### config.mk
export PLATFORM = sky130hd
export DESIGN_NAME = sd_data_path
export DESIGN_NICKNAME = d
export VERILOG_FILES = /design/src/rtl/sdp_pkg.sv /design/src/rtl/sdp_crc16_lane.sv /design/src/rtl/sdp_lane_map.sv /design/src/rtl/sd_data_path.sv
export SDC_FILE = /design/constraint.sdc
export NUM_CORES = 1
export LEC_CHECK = 0
export BUFFER_PORTS_ARGS = -buffer_cell sky130_fd_sc_hd__clkbuf_2
export CAP_MARGIN = 30
export CORE_UTILIZATION = 25
export DETAILED_ROUTE_END_ITERATION = 10
export MAX_ROUTING_LAYER = met4
export PLACE_DENSITY = 0.41
export SLEW_MARGIN = 20
export SYNTH_ARGS = -nofsm -noshare
export SYNTH_HDL_FRONTEND = slang
export SYNTH_SLANG_ARGS = --single-unit
### constraint.sdc
create_clock -name clk_i -period 10.6 [get_ports clk_i]
set_clock_uncertainty 0.05 [all_clocks]
set_input_delay 1.06 -clock clk_i [delete_from_list [all_inputs] [get_ports clk_i]]
set_output_delay 1.06 -clock clk_i [all_outputs]
set_load 0.02 [all_outputs]
### src/rtl/sdp_pkg.sv
package sdp_pkg;

    typedef enum logic [2:0] {
        ST_IDLE   = 3'd0,
        ST_WAIT_S = 3'd1,
        ST_SEND   = 3'd2,
        ST_BUSY   = 3'd3,
        ST_WAIT_R = 3'd4,
        ST_RECV   = 3'd5
    } dp_state_e;

    typedef enum logic [1:0] {
        PH_START = 2'd0,
        PH_DATA  = 2'd1,
        PH_CRC   = 2'd2,
        PH_END   = 2'd3
    } phase_e;

    localparam logic [1:0] BM_LANE1 = 2'b00;
    localparam logic [1:0] BM_LANE4 = 2'b01;
    localparam logic [1:0] BM_LANE8 = 2'b10;

endpackage

### src/rtl/sdp_crc16_lane.sv
module sdp_crc16_lane #(
    parameter int          CRC_W = 16,
    parameter logic [15:0] POLY  = 16'h1021
) (
    input  logic clk_i,
    input  logic rst_ni,
    input  logic clr_i,
    input  logic upd_i,
    input  logic shift_i,
    input  logic bit_i,
    output logic msb_o
);
    logic [CRC_W-1:0] crc_d, crc_q;
    logic             fb;

    always_comb begin
        fb    = bit_i ^ crc_q[CRC_W-1];
        crc_d = crc_q;
        if (clr_i) begin
            crc_d = '0;
        end else if (upd_i) begin
            crc_d = {crc_q[CRC_W-2:0], 1'b0} ^ (fb ? POLY[CRC_W-1:0] : '0);
        end else if (shift_i) begin
            crc_d = {crc_q[CRC_W-2:0], 1'b0};
        end
    end

    always_ff @(posedge clk_i or negedge rst_ni) begin
        if (!rst_ni) crc_q <= '0;
        else         crc_q <= crc_d;
    end

    assign msb_o = crc_q[CRC_W-1];

endmodule

### src/rtl/sdp_lane_map.sv
module sdp_lane_map
    import sdp_pkg::*;
(
    input  logic [1:0] mode_i,
    input  logic [7:0] sh_i,
    input  logic [7:0] dat_i,
    output logic [7:0] tx_bits_o,
    output logic [7:0] sh_shift_o,
    output logic [7:0] sh_fill_o,
    output logic [7:0] mask_o,
    output logic [2:0] last_slice_o
);
    always_comb begin
        case (mode_i)
            BM_LANE4: begin
                tx_bits_o    = {4'b0, sh_i[7:4]};
                sh_shift_o   = {sh_i[3:0], 4'b0};
                sh_fill_o    = {sh_i[3:0], dat_i[3:0]};
                mask_o       = 8'h0F;
                last_slice_o = 3'd1;
            end
            BM_LANE8: begin
                tx_bits_o    = sh_i;
                sh_shift_o   = 8'h00;
                sh_fill_o    = dat_i;
                mask_o       = 8'hFF;
                last_slice_o = 3'd0;
            end
            default: begin
                tx_bits_o    = {7'b0, sh_i[7]};
                sh_shift_o   = {sh_i[6:0], 1'b0};
                sh_fill_o    = {sh_i[6:0], dat_i[0]};
                mask_o       = 8'h01;
                last_slice_o = 3'd7;
            end
        endcase
    end

endmodule

### src/rtl/sd_data_path.sv
module sd_data_path
    import sdp_pkg::*;
#(
    parameter int LEN_W = 10,
    parameter int TMO_W = 16
) (
    input  logic             clk_i,
    input  logic             rst_ni,
    input  logic             ctl_we_i,
    input  logic             ctl_en_i,
    input  logic             ctl_dir_i,
    input  logic [LEN_W-1:0] ctl_len_i,
    input  logic [1:0]       bus_mode_i,
    input  logic [TMO_W-1:0] tmo_limit_i,
    input  logic [7:0]       tx_data_i,
    input  logic             tx_empty_i,
    output logic             tx_pop_o,
    input  logic             rx_full_i,
    output logic [7:0]       rx_data_o,
    output logic             rx_push_o,
    input  logic [7:0]       dat_i,
    output logic [7:0]       dat_o,
    output logic [7:0]       dat_oe_o,
    output logic             done_o,
    output logic             crc_fail_o,
    output logic             timeout_o,
    output logic             underrun_o,
    output logic             overrun_o
);
    localparam int LANES = 8;
    localparam int CRC_W = 16;
    localparam int CC_W  = $clog2(CRC_W);
    localparam int SL_W  = $clog2(LANES);

    typedef struct packed {
        dp_state_e        st;
        phase_e           ph;
        logic [1:0]       mode;
        logic [LANES-1:0] sh;
        logic [LEN_W-1:0] bc;
        logic [SL_W-1:0]  sl;
        logic [CC_W-1:0]  cc;
        logic [TMO_W-1:0] tmo;
        logic             err;
        logic             fl_done;
        logic             fl_crc;
        logic             fl_tmo;
        logic             fl_urun;
        logic             fl_orun;
    } ctx_t;

    ctx_t ctx_d, ctx_q;

    logic [LANES-1:0] tx_bits, sh_shift, sh_fill, lane_mask, crc_msb, crc_src;
    logic [SL_W-1:0]  last_slice;
    logic             crc_clr, crc_upd, crc_shift;
    logic             slice_last, byte_last, crc_last;

    sdp_lane_map u_map (
        .mode_i       (ctx_q.mode),
        .sh_i         (ctx_q.sh),
        .dat_i        (dat_i),
        .tx_bits_o    (tx_bits),
        .sh_shift_o   (sh_shift),
        .sh_fill_o    (sh_fill),
        .mask_o       (lane_mask),
        .last_slice_o (last_slice)
    );

    assign crc_src = (ctx_q.st == ST_SEND) ? tx_bits : dat_i;

    for (genvar g = 0; g < LANES; g++) begin : g_crc
        sdp_crc16_lane #(.CRC_W(CRC_W)) u_crc (
            .clk_i   (clk_i),
            .rst_ni  (rst_ni),
            .clr_i   (crc_clr),
            .upd_i   (crc_upd),
            .shift_i (crc_shift),
            .bit_i   (crc_src[g]),
            .msb_o   (crc_msb[g])
        );
    end

    assign slice_last = (ctx_q.sl == last_slice);
    assign byte_last  = (ctx_q.bc == LEN_W'(1));
    assign crc_last   = (ctx_q.cc == CC_W'(CRC_W - 1));

    always_comb begin
        ctx_d         = ctx_q;
        ctx_d.fl_done = 1'b0;
        ctx_d.fl_crc  = 1'b0;
        ctx_d.fl_tmo  = 1'b0;
        ctx_d.fl_urun = 1'b0;
        ctx_d.fl_orun = 1'b0;
        tx_pop_o      = 1'b0;
        rx_push_o     = 1'b0;
        dat_o         = '0;
        dat_oe_o      = '0;
        crc_clr       = 1'b0;
        crc_upd       = 1'b0;
        crc_shift     = 1'b0;

        case (ctx_q.st)
            ST_IDLE: begin
                if (ctl_we_i && ctl_en_i) begin
                    ctx_d.mode = bus_mode_i;
                    ctx_d.bc   = ctl_len_i;
                    ctx_d.tmo  = '0;
                    ctx_d.st   = ctl_dir_i ? ST_WAIT_R : ST_WAIT_S;
                end
            end
            ST_WAIT_S: begin
                if (!tx_empty_i) begin
                    tx_pop_o = 1'b1;
                    crc_clr  = 1'b1;
                    ctx_d.sh = tx_data_i;
                    ctx_d.sl = '0;
                    ctx_d.ph = PH_START;
                    ctx_d.st = ST_SEND;
                end
            end
            ST_SEND: begin
                dat_oe_o = lane_mask;
                case (ctx_q.ph)
                    PH_START: begin
                        ctx_d.ph = PH_DATA;
                    end
                    PH_DATA: begin
                        dat_o   = tx_bits & lane_mask;
                        crc_upd = 1'b1;
                        if (!slice_last) begin
                            ctx_d.sl = ctx_q.sl + 1'b1;
                            ctx_d.sh = sh_shift;
                        end else if (byte_last) begin
                            ctx_d.ph = PH_CRC;
                            ctx_d.cc = '0;
                        end else if (tx_empty_i) begin
                            ctx_d.fl_urun = 1'b1;
                            ctx_d.st      = ST_IDLE;
                        end else begin
                            tx_pop_o = 1'b1;
                            ctx_d.sh = tx_data_i;
                            ctx_d.sl = '0;
                            ctx_d.bc = ctx_q.bc - 1'b1;
                        end
                    end
                    PH_CRC: begin
                        dat_o     = crc_msb & lane_mask;
                        crc_shift = 1'b1;
                        ctx_d.cc  = ctx_q.cc + 1'b1;
                        if (crc_last) ctx_d.ph = PH_END;
                    end
                    default: begin
                        dat_o    = lane_mask;
                        ctx_d.st = ST_BUSY;
                    end
                endcase
            end
            ST_BUSY: begin
                if (dat_i[0]) begin
                    ctx_d.fl_done = 1'b1;
                    ctx_d.st      = ST_IDLE;
                end
            end
            ST_WAIT_R: begin
                if (!dat_i[0]) begin
                    crc_clr   = 1'b1;
                    ctx_d.sl  = '0;
                    ctx_d.err = 1'b0;
                    ctx_d.ph  = PH_DATA;
                    ctx_d.st  = ST_RECV;
                end else if (({1'b0, ctx_q.tmo} + 1'b1) >= {1'b0, tmo_limit_i}) begin
                    ctx_d.fl_tmo = 1'b1;
                    ctx_d.st     = ST_IDLE;
                end else begin
                    ctx_d.tmo = ctx_q.tmo + 1'b1;
                end
            end
            ST_RECV: begin
                case (ctx_q.ph)
                    PH_DATA: begin
                        crc_upd  = 1'b1;
                        ctx_d.sh = sh_fill;
                        if (!slice_last) begin
                            ctx_d.sl = ctx_q.sl + 1'b1;
                        end else if (rx_full_i) begin
                            ctx_d.fl_orun = 1'b1;
                            ctx_d.st      = ST_IDLE;
                        end else begin
                            rx_push_o = 1'b1;
                            ctx_d.sl  = '0;
                            if (byte_last) begin
                                ctx_d.ph = PH_CRC;
                                ctx_d.cc = '0;
                            end else begin
                                ctx_d.bc = ctx_q.bc - 1'b1;
                            end
                        end
                    end
                    PH_CRC: begin
                        crc_shift = 1'b1;
                        ctx_d.err = ctx_q.err | (|((dat_i ^ crc_msb) & lane_mask));
                        ctx_d.cc  = ctx_q.cc + 1'b1;
                        if (crc_last) ctx_d.ph = PH_END;
                    end
                    default: begin
                        ctx_d.fl_crc  = ctx_q.err;
                        ctx_d.fl_done = !ctx_q.err;
                        ctx_d.st      = ST_IDLE;
                    end
                endcase
            end
            default: ctx_d.st = ST_IDLE;
        endcase
    end

    always_ff @(posedge clk_i or negedge rst_ni) begin
        if (!rst_ni) ctx_q <= '0;
        else         ctx_q <= ctx_d;
    end

    assign rx_data_o  = sh_fill;
    assign done_o     = ctx_q.fl_done;
    assign crc_fail_o = ctx_q.fl_crc;
    assign timeout_o  = ctx_q.fl_tmo;
    assign underrun_o = ctx_q.fl_urun;
    assign overrun_o  = ctx_q.fl_orun;

    a_r2_idle_holds: assert property (@(posedge clk_i) disable iff (!rst_ni)
        (ctx_q.st == ST_IDLE && !(ctl_we_i && ctl_en_i)) |=> (ctx_q.st == ST_IDLE));

    a_r3_wait_on_empty: assert property (@(posedge clk_i) disable iff (!rst_ni)
        (ctx_q.st == ST_WAIT_S && tx_empty_i) |=> (ctx_q.st == ST_WAIT_S));

    a_r4_drive_only_in_send: assert property (@(posedge clk_i) disable iff (!rst_ni)
        (dat_oe_o != '0) |-> (ctx_q.st == ST_SEND));

    a_r7_single_flag: assert property (@(posedge clk_i) disable iff (!rst_ni)
        $onehot0({done_o, crc_fail_o, timeout_o, underrun_o, overrun_o}));

    a_r8_timeout_origin: assert property (@(posedge clk_i) disable iff (!rst_ni)
        $rose(timeout_o) |-> ($past(ctx_q.st) == ST_WAIT_R && ctx_q.st == ST_IDLE));

    a_r9_underrun_origin: assert property (@(posedge clk_i) disable iff (!rst_ni)
        $rose(underrun_o) |-> ($past(ctx_q.st) == ST_SEND && dat_oe_o == '0));

    a_r10_overrun_origin: assert property (@(posedge clk_i) disable iff (!rst_ni)
        $rose(overrun_o) |-> ($past(ctx_q.st) == ST_RECV && $past(rx_full_i)));

endmodule

==> impl_metrics.yaml, run 1 <==
run_status:
  outcome: "finished, final reports clean"
setup_path:
  rr_startpoint: "ctx_q[53]"
  cpLargestDelayFamily: "simple AND/OR/NAND/NOR gates"
  slowest_delay_ps: 820
  r2r_cells: 8
  cp.buffers_inverters: 3
  reg2reg_to: "g_crc[1].u_crc.crc_q[3]"
  cp-end-kind: "register"
  critPathLaunchType: "register"
  crit_chain: "or3b_1, inv_2, nor2_1, buf_4, nor2_4, nor2_4, buf_4, a22o_1"
  cp-startpoint: "ctx_q[53]"
  cp_max_fo: 87
  crit_type: "register to register"
  cp.required_ps: 10930
  critPathSlowestCell: "buf_4"
  cp.arrival_ps: 4630
  r2r_setup_slack_ps: 6290
cells_and_area:
  area_growth_pct: 15.4
  final_cells: 1458
  antennaDiodeCount: 0
  fin_nets: 1057
  drive_gt1_share_pct: 15.9
  final_common_cell: "dfrtp_1"
  fillerInstances: 3827
  layout_common_cells: "dfrtp_1, a22o_1, nand2_1"
global_routing:
  grt_max_degree: 88
  grt-ovfl-total: 0
  grt_use_total_pct: 14.0
  grt_use_met2_pct: 21.3
  grt_busiest_layer: "met2"
  grt_pass1_vias: 7153
  met3_usage_pct: 2.35
  antenna_found_initial: 0
  use_met1_pct: 19.4
  grt_pass1_wl_um: 40700
synthesis:
  yosys_warnings: 0
  synth_flop_cell: "dfrtp_1"
  syn_area_per_cell_um2: 10.1
  syn_nets: 1005
  seq_area_frac_synth_pct: 48.8
  netlist-cell-type-count: 76
  ys_ff_latch: 182
  netlist_area_um2: 9340
  synth_top_cell_by_area: "dfrtp_1"
  synth_enable_flop_cells: 0
  synthCells: 925
  async_reset_ff_share_pct: 100
  synth.area.top_cells: "dfrtp_1, a22o_1, ha_1, nand2_1, a21oi_1"
  synthDominantCellAreaShare_pct: 48.8
drt:
  vias_per_cell: 4.88
  vias: 7119
  drt_iter0_markers: 577
  detail_route.first_pass.iterations: 5
  routed_wl_um: 25000
  wire_per_inst_um: 17.1
  drc: 0
  ant_nets: 0
clock_network:
  cts_root_buf: "clkbuf_16"
  path_clk_slew_ps: 80
  cts-resized-gates: 0
  post-cts-setup-buffers: 0
  clk_latency_ps: 440
  clock_sinks: 182
  cts_tree: "built"
  postCtsHoldBufs: 0
  numCtsBuffers: 17
  clockBufferDepth: 2
  htree_num_levels: 4
worst_hold_path:
  min_to: "g_crc[0].u_crc.crc_q[0]"
  holdPathStages: 1
  hp-class: "register to register"
  hold_start: "g_crc[0].u_crc.crc_q[0]"
sta:
  post-route-period-util_pct: 40.6
  final.min_clock_period_ps: 4310
  worst_pin_slew_ps: 968
  max_slew_margin_pct: 35.5
  setup_tns_ps: 0
  rsz0062_at_grt: "false"
  fin_ws_ps: 6290
  setup_viol: 0
  hold_violations: 0
  worst_hold_slack_ps: 435
  clock.fmax_ghz: 0.232
  slew_violations: 0
placement:
  pre_cts_slack_ps: 6260
  place.gp.congestion: 0.754
  place_inst: 1424
  io_buffers: 81
  dp_hpwl_um: 17000
die:
  rows: 70
  core_um2: 36700
  die_x_um: 195
  initial_utilization_pct: 25.4
  io_pins: 82
  dieArea_um2: 38100
  die_y_um: 195
power:
  p_total_uw: 2610
  ir_worst_vdd_mv: 0.105
  p_leak_uw: 0.00502
  power_density_nw_per_um2: 242
run:
  max-cap-violations: 0
==> stage by stage <==
step,instance area (um2),utilization (%)
6_report,10800,29.4
3_3_place_gp,10100,27.6
2_1_floorplan,9340,-
5_1_grt,10800,29.4
4_1_cts,10700,29.3
3_5_place_dp,10100,27.6
==> cells by family after synthesis <==
logic type | share of synthesized area [%]
flip-flops | 48.8
AO/OA/AOI/OAI | 24.2
multiplexers | 1.03
XOR/XNOR | 3.56
adder cells (fa/ha/maj) | 3.89
AND/OR/NAND/NOR | 14.1
buffers and inverters | 4.50
==> sequential cells by signal (all words and copies together) (netlist names) <==
name and count:
crc_fail_o 1, underrun_o 1, ctx_q 49, timeout_o 1
done_o 1, g_crc.u_crc.crc_q 128, overrun_o 1
==> cells in the mapped netlist (5+ instances only) <==
cell and count:
dfrtp_1 182, a22o_1 110, nand2_1 95, a21oi_1 58, nor2_1 54, o21ai_0 38
inv_1 31, ha_1 29, o21ai_1 27, xor2_1 27, clkbuf_1 26, buf_2 24
and3_1 20, nor3_1 18, nand3_1 17, xnor2_1 11, a22oi_1 10, nor2b_1 8
and2_1 7, buf_4 7, a21o_1 6, a31oi_1 6, o21a_1 6, o22a_1 6
a221oi_1 5, nand2b_1 5
==> power breakdown <==
part	total (uW)	switching [uW]	internal, uW	leakage (uW)
combinational	1010	679	326	0.00225
sequential	940	125	815	0.00248
clock	665	307	358	0.000293
==> cell type report <==
type                       count  area [um2]  area share, %
tap                          468         586           5.43
clock buffer                  17         425           3.95
multi-input combinational    650        4380           40.6
timing repair buffer          94         528           4.90
clock inverter                15         183           1.70
sequential                   182        4550           42.3
inverter                      32         120           1.11
==> layer usage <==
metal	wire (um)	vias up	share of wire, %
met2	11500	105	46
met3	743	12	3.0
met4	229	0	0.92
met1	12600	3516	50
li1	-	3486	-
met5	0	-	0
==> worst max path at each step <==
| stage | to | cells after the start |
|---|---|---|
| 3_5_place_dp | g_crc[1].u_crc.crc_q[3] | 8 |
| 2_1_floorplan | ctx_q[8] | 13 |
| 5_1_grt | g_crc[3].u_crc.crc_q[12] | 9 |
| 6_report | g_crc[1].u_crc.crc_q[3] | 8 |
| 3_3_place_gp | g_crc[6].u_crc.crc_q[2] | 8 |
| 4_1_cts | g_crc[1].u_crc.crc_q[3] | 8 |
==> worst reg2reg max path, cell delays in order, from the launching register on <==
cell	delay, ps
dfrtp_1	760
or3b_1	760
inv_2	300
nor2_1	170
buf_4	250
nor2_4	150
nor2_4	680
buf_4	830
a22o_1	300
Note: power is estimated with default switching activity, not from simulation.
==> run 2: changes to the inputs <==
==> constraint.sdc (replaced) <==
create_clock -name clk_i -period 4.05 [get_ports clk_i]
set_clock_uncertainty 0.05 [all_clocks]
set_input_delay 0.405 -clock clk_i [delete_from_list [all_inputs] [get_ports clk_i]]
set_output_delay 0.405 -clock clk_i [all_outputs]
set_load 0.02 [all_outputs]
==> run 2 against run 1 <==
Against the previous run: the flow now finishes with violations (negative hold slack); final cell count grew 1.0%; final area grew 0.52%; worst hold slack lost 460 ps; first-iteration DRC count shrank 18%; clock-buffer cell count increased by 1; flip-flop and latch count unchanged; register-to-register slack worse by 6000 ps; combinational power rose to 2.7 times the previous value; largest power group unchanged.
==> impl_metrics.yaml, run 2 (synthesis gave the netlist of run 1 again) <==
power:
  p_leak_uw: 0.00506
  ir_worst_vdd_mv: 0.288
  p_total_uw: 6800
  power_density_nw_per_um2: 628
drt:
  wire_per_inst_um: 17.1
  vias: 7189
  drc: 0
  ant_nets: 0
  vias_per_cell: 4.88
  detail_route.first_pass.iterations: 5
  drt_iter0_markers: 472
  routed_wl_um: 25200
die:
  initial_utilization_pct: 25.4
  die_x_um: 195
  io_pins: 82
  dieArea_um2: 38100
  rows: 70
  core_um2: 36700
  die_y_um: 195
setup_path:
  r2r_cells: 14
  critPathLaunchType: "register"
  crit_type: "register to register"
  r2r_setup_slack_ps: 300
  reg2reg_to: "ctx_q[6]"
  cp.arrival_ps: 4020
  rr_startpoint: "ctx_q[6]"
  cp-end-kind: "register"
  cp_max_fo: 10
  cp.required_ps: 4320
global_routing:
  grt-ovfl-total: 0
  antenna_found_initial: 3
  grt_pass1_vias: 7142
  grt_use_total_pct: 14.1
  grt_pass1_wl_um: 40800
  grt_max_degree: 90
cells_and_area:
  fin_nets: 1069
  drive_gt1_share_pct: 16.9
  final_common_cell: "dfrtp_1"
  largest_register_ffs: 128
  layout_common_cells: "dfrtp_1, a22o_1, nand2_1"
  area_growth_pct: 16.0
  regMostFlops: "g_crc.u_crc.crc_q"
  fin_util_pct: 29.5
  largestRegisters: "g_crc.u_crc.crc_q x128, ctx_q x49"
sta:
  slew_violations: 0
  worst_hold_slack_ps: -28.6
  final.min_clock_period_ps: 3750
  hold_violations: 7
  max_slew_margin_pct: 36.7
  setup_viol: 0
  post-route-period-util_pct: 92.5
  clock.fmax_ghz: 0.267
  worst_pin_slew_ps: 950
  rsz0062_at_grt: "false"
  setup_tns_ps: 0
run_status:
  failed_checks: "negative hold slack"
  outcome: "complete, but fails checks"
run:
  max-cap-violations: 0
clock_network:
  clock_sinks: 182
  cts_root_buf: "clkbuf_16"
  cts_tree: "built"
  post-cts-setup-buffers: 0
  cts-resized-gates: 0
  postCtsHoldBufs: 0
  htree_num_levels: 4
  path_clk_slew_ps: 70
  clockBufferDepth: 2
  clk_latency_ps: 450
  numCtsBuffers: 17
placement:
  dp_hpwl_um: 17000
  place.gp.congestion: 0.811
  io_buffers: 81
worst_hold_path:
  hp-class: "input port to asynchronous set/reset pin"
run 2: final cells by class:
type / instances / area, um2
antenna: 3 / 7.51
clock buffer: 18 / 439
clock inverter: 14 / 136
fill: 3806 / 25900
inverter: 32 / 120
multi-input combinational: 650 / 4390
sequential: 182 / 4550
tap: 468 / 586
timing repair buffer: 106 / 602
run 2: critical path, stage by stage, from the launching register on:
cell	delay, ps
dfrtp_1	420
ha_1	250
nand3_1	130
nor4_1	380
buf_4	200
and3_1	200
xor2_1	160
ha_1	260
nand3_1	110
nor3_1	100
and4_1	240
a211oi_4	470
a21boi_1	190
buf_4	210
mux2_2	260
run 2: through the flow:
stage | cells | instance area [um2] | worst slack [ps]
after detailed placement | 1438 | 10200 | 121
after global placement | 1438 | 10200 | 173
after global routing | 1473 | 10800 | 21.7
final | 1473 | 10800 | 304
after CTS | 1470 | 10800 | 88.0
after floorplan | 925 | 9340 | 611
run 2: how the worst max path moves through the flow:
stage	from	endpoint
2_1_floorplan	ctx_q[6]	ctx_q[8]
3_3_place_gp	ctx_q[6]	ctx_q[6]
3_5_place_dp	ctx_q[6]	ctx_q[6]
4_1_cts	ctx_q[6]	ctx_q[6]
5_1_grt	ctx_q[6]	ctx_q[6]
6_report	ctx_q[6]	ctx_q[6]
run 2: power breakdown:
group / leakage (uW) / switching, uW / internal [uW]
registers: 0.00248 / 264 / 2130
clock network: 0.000283 / 816 / 834
logic: 0.00230 / 1850 / 903
run 2: per-layer routing:
layer | part of all wire, % | global-route usage [%]
met2 | 46 | 21.6
met3 | 3.4 | 2.76
met5 | 0 | -
met4 | 0.94 | 3.79
met1 | 50 | 19.1
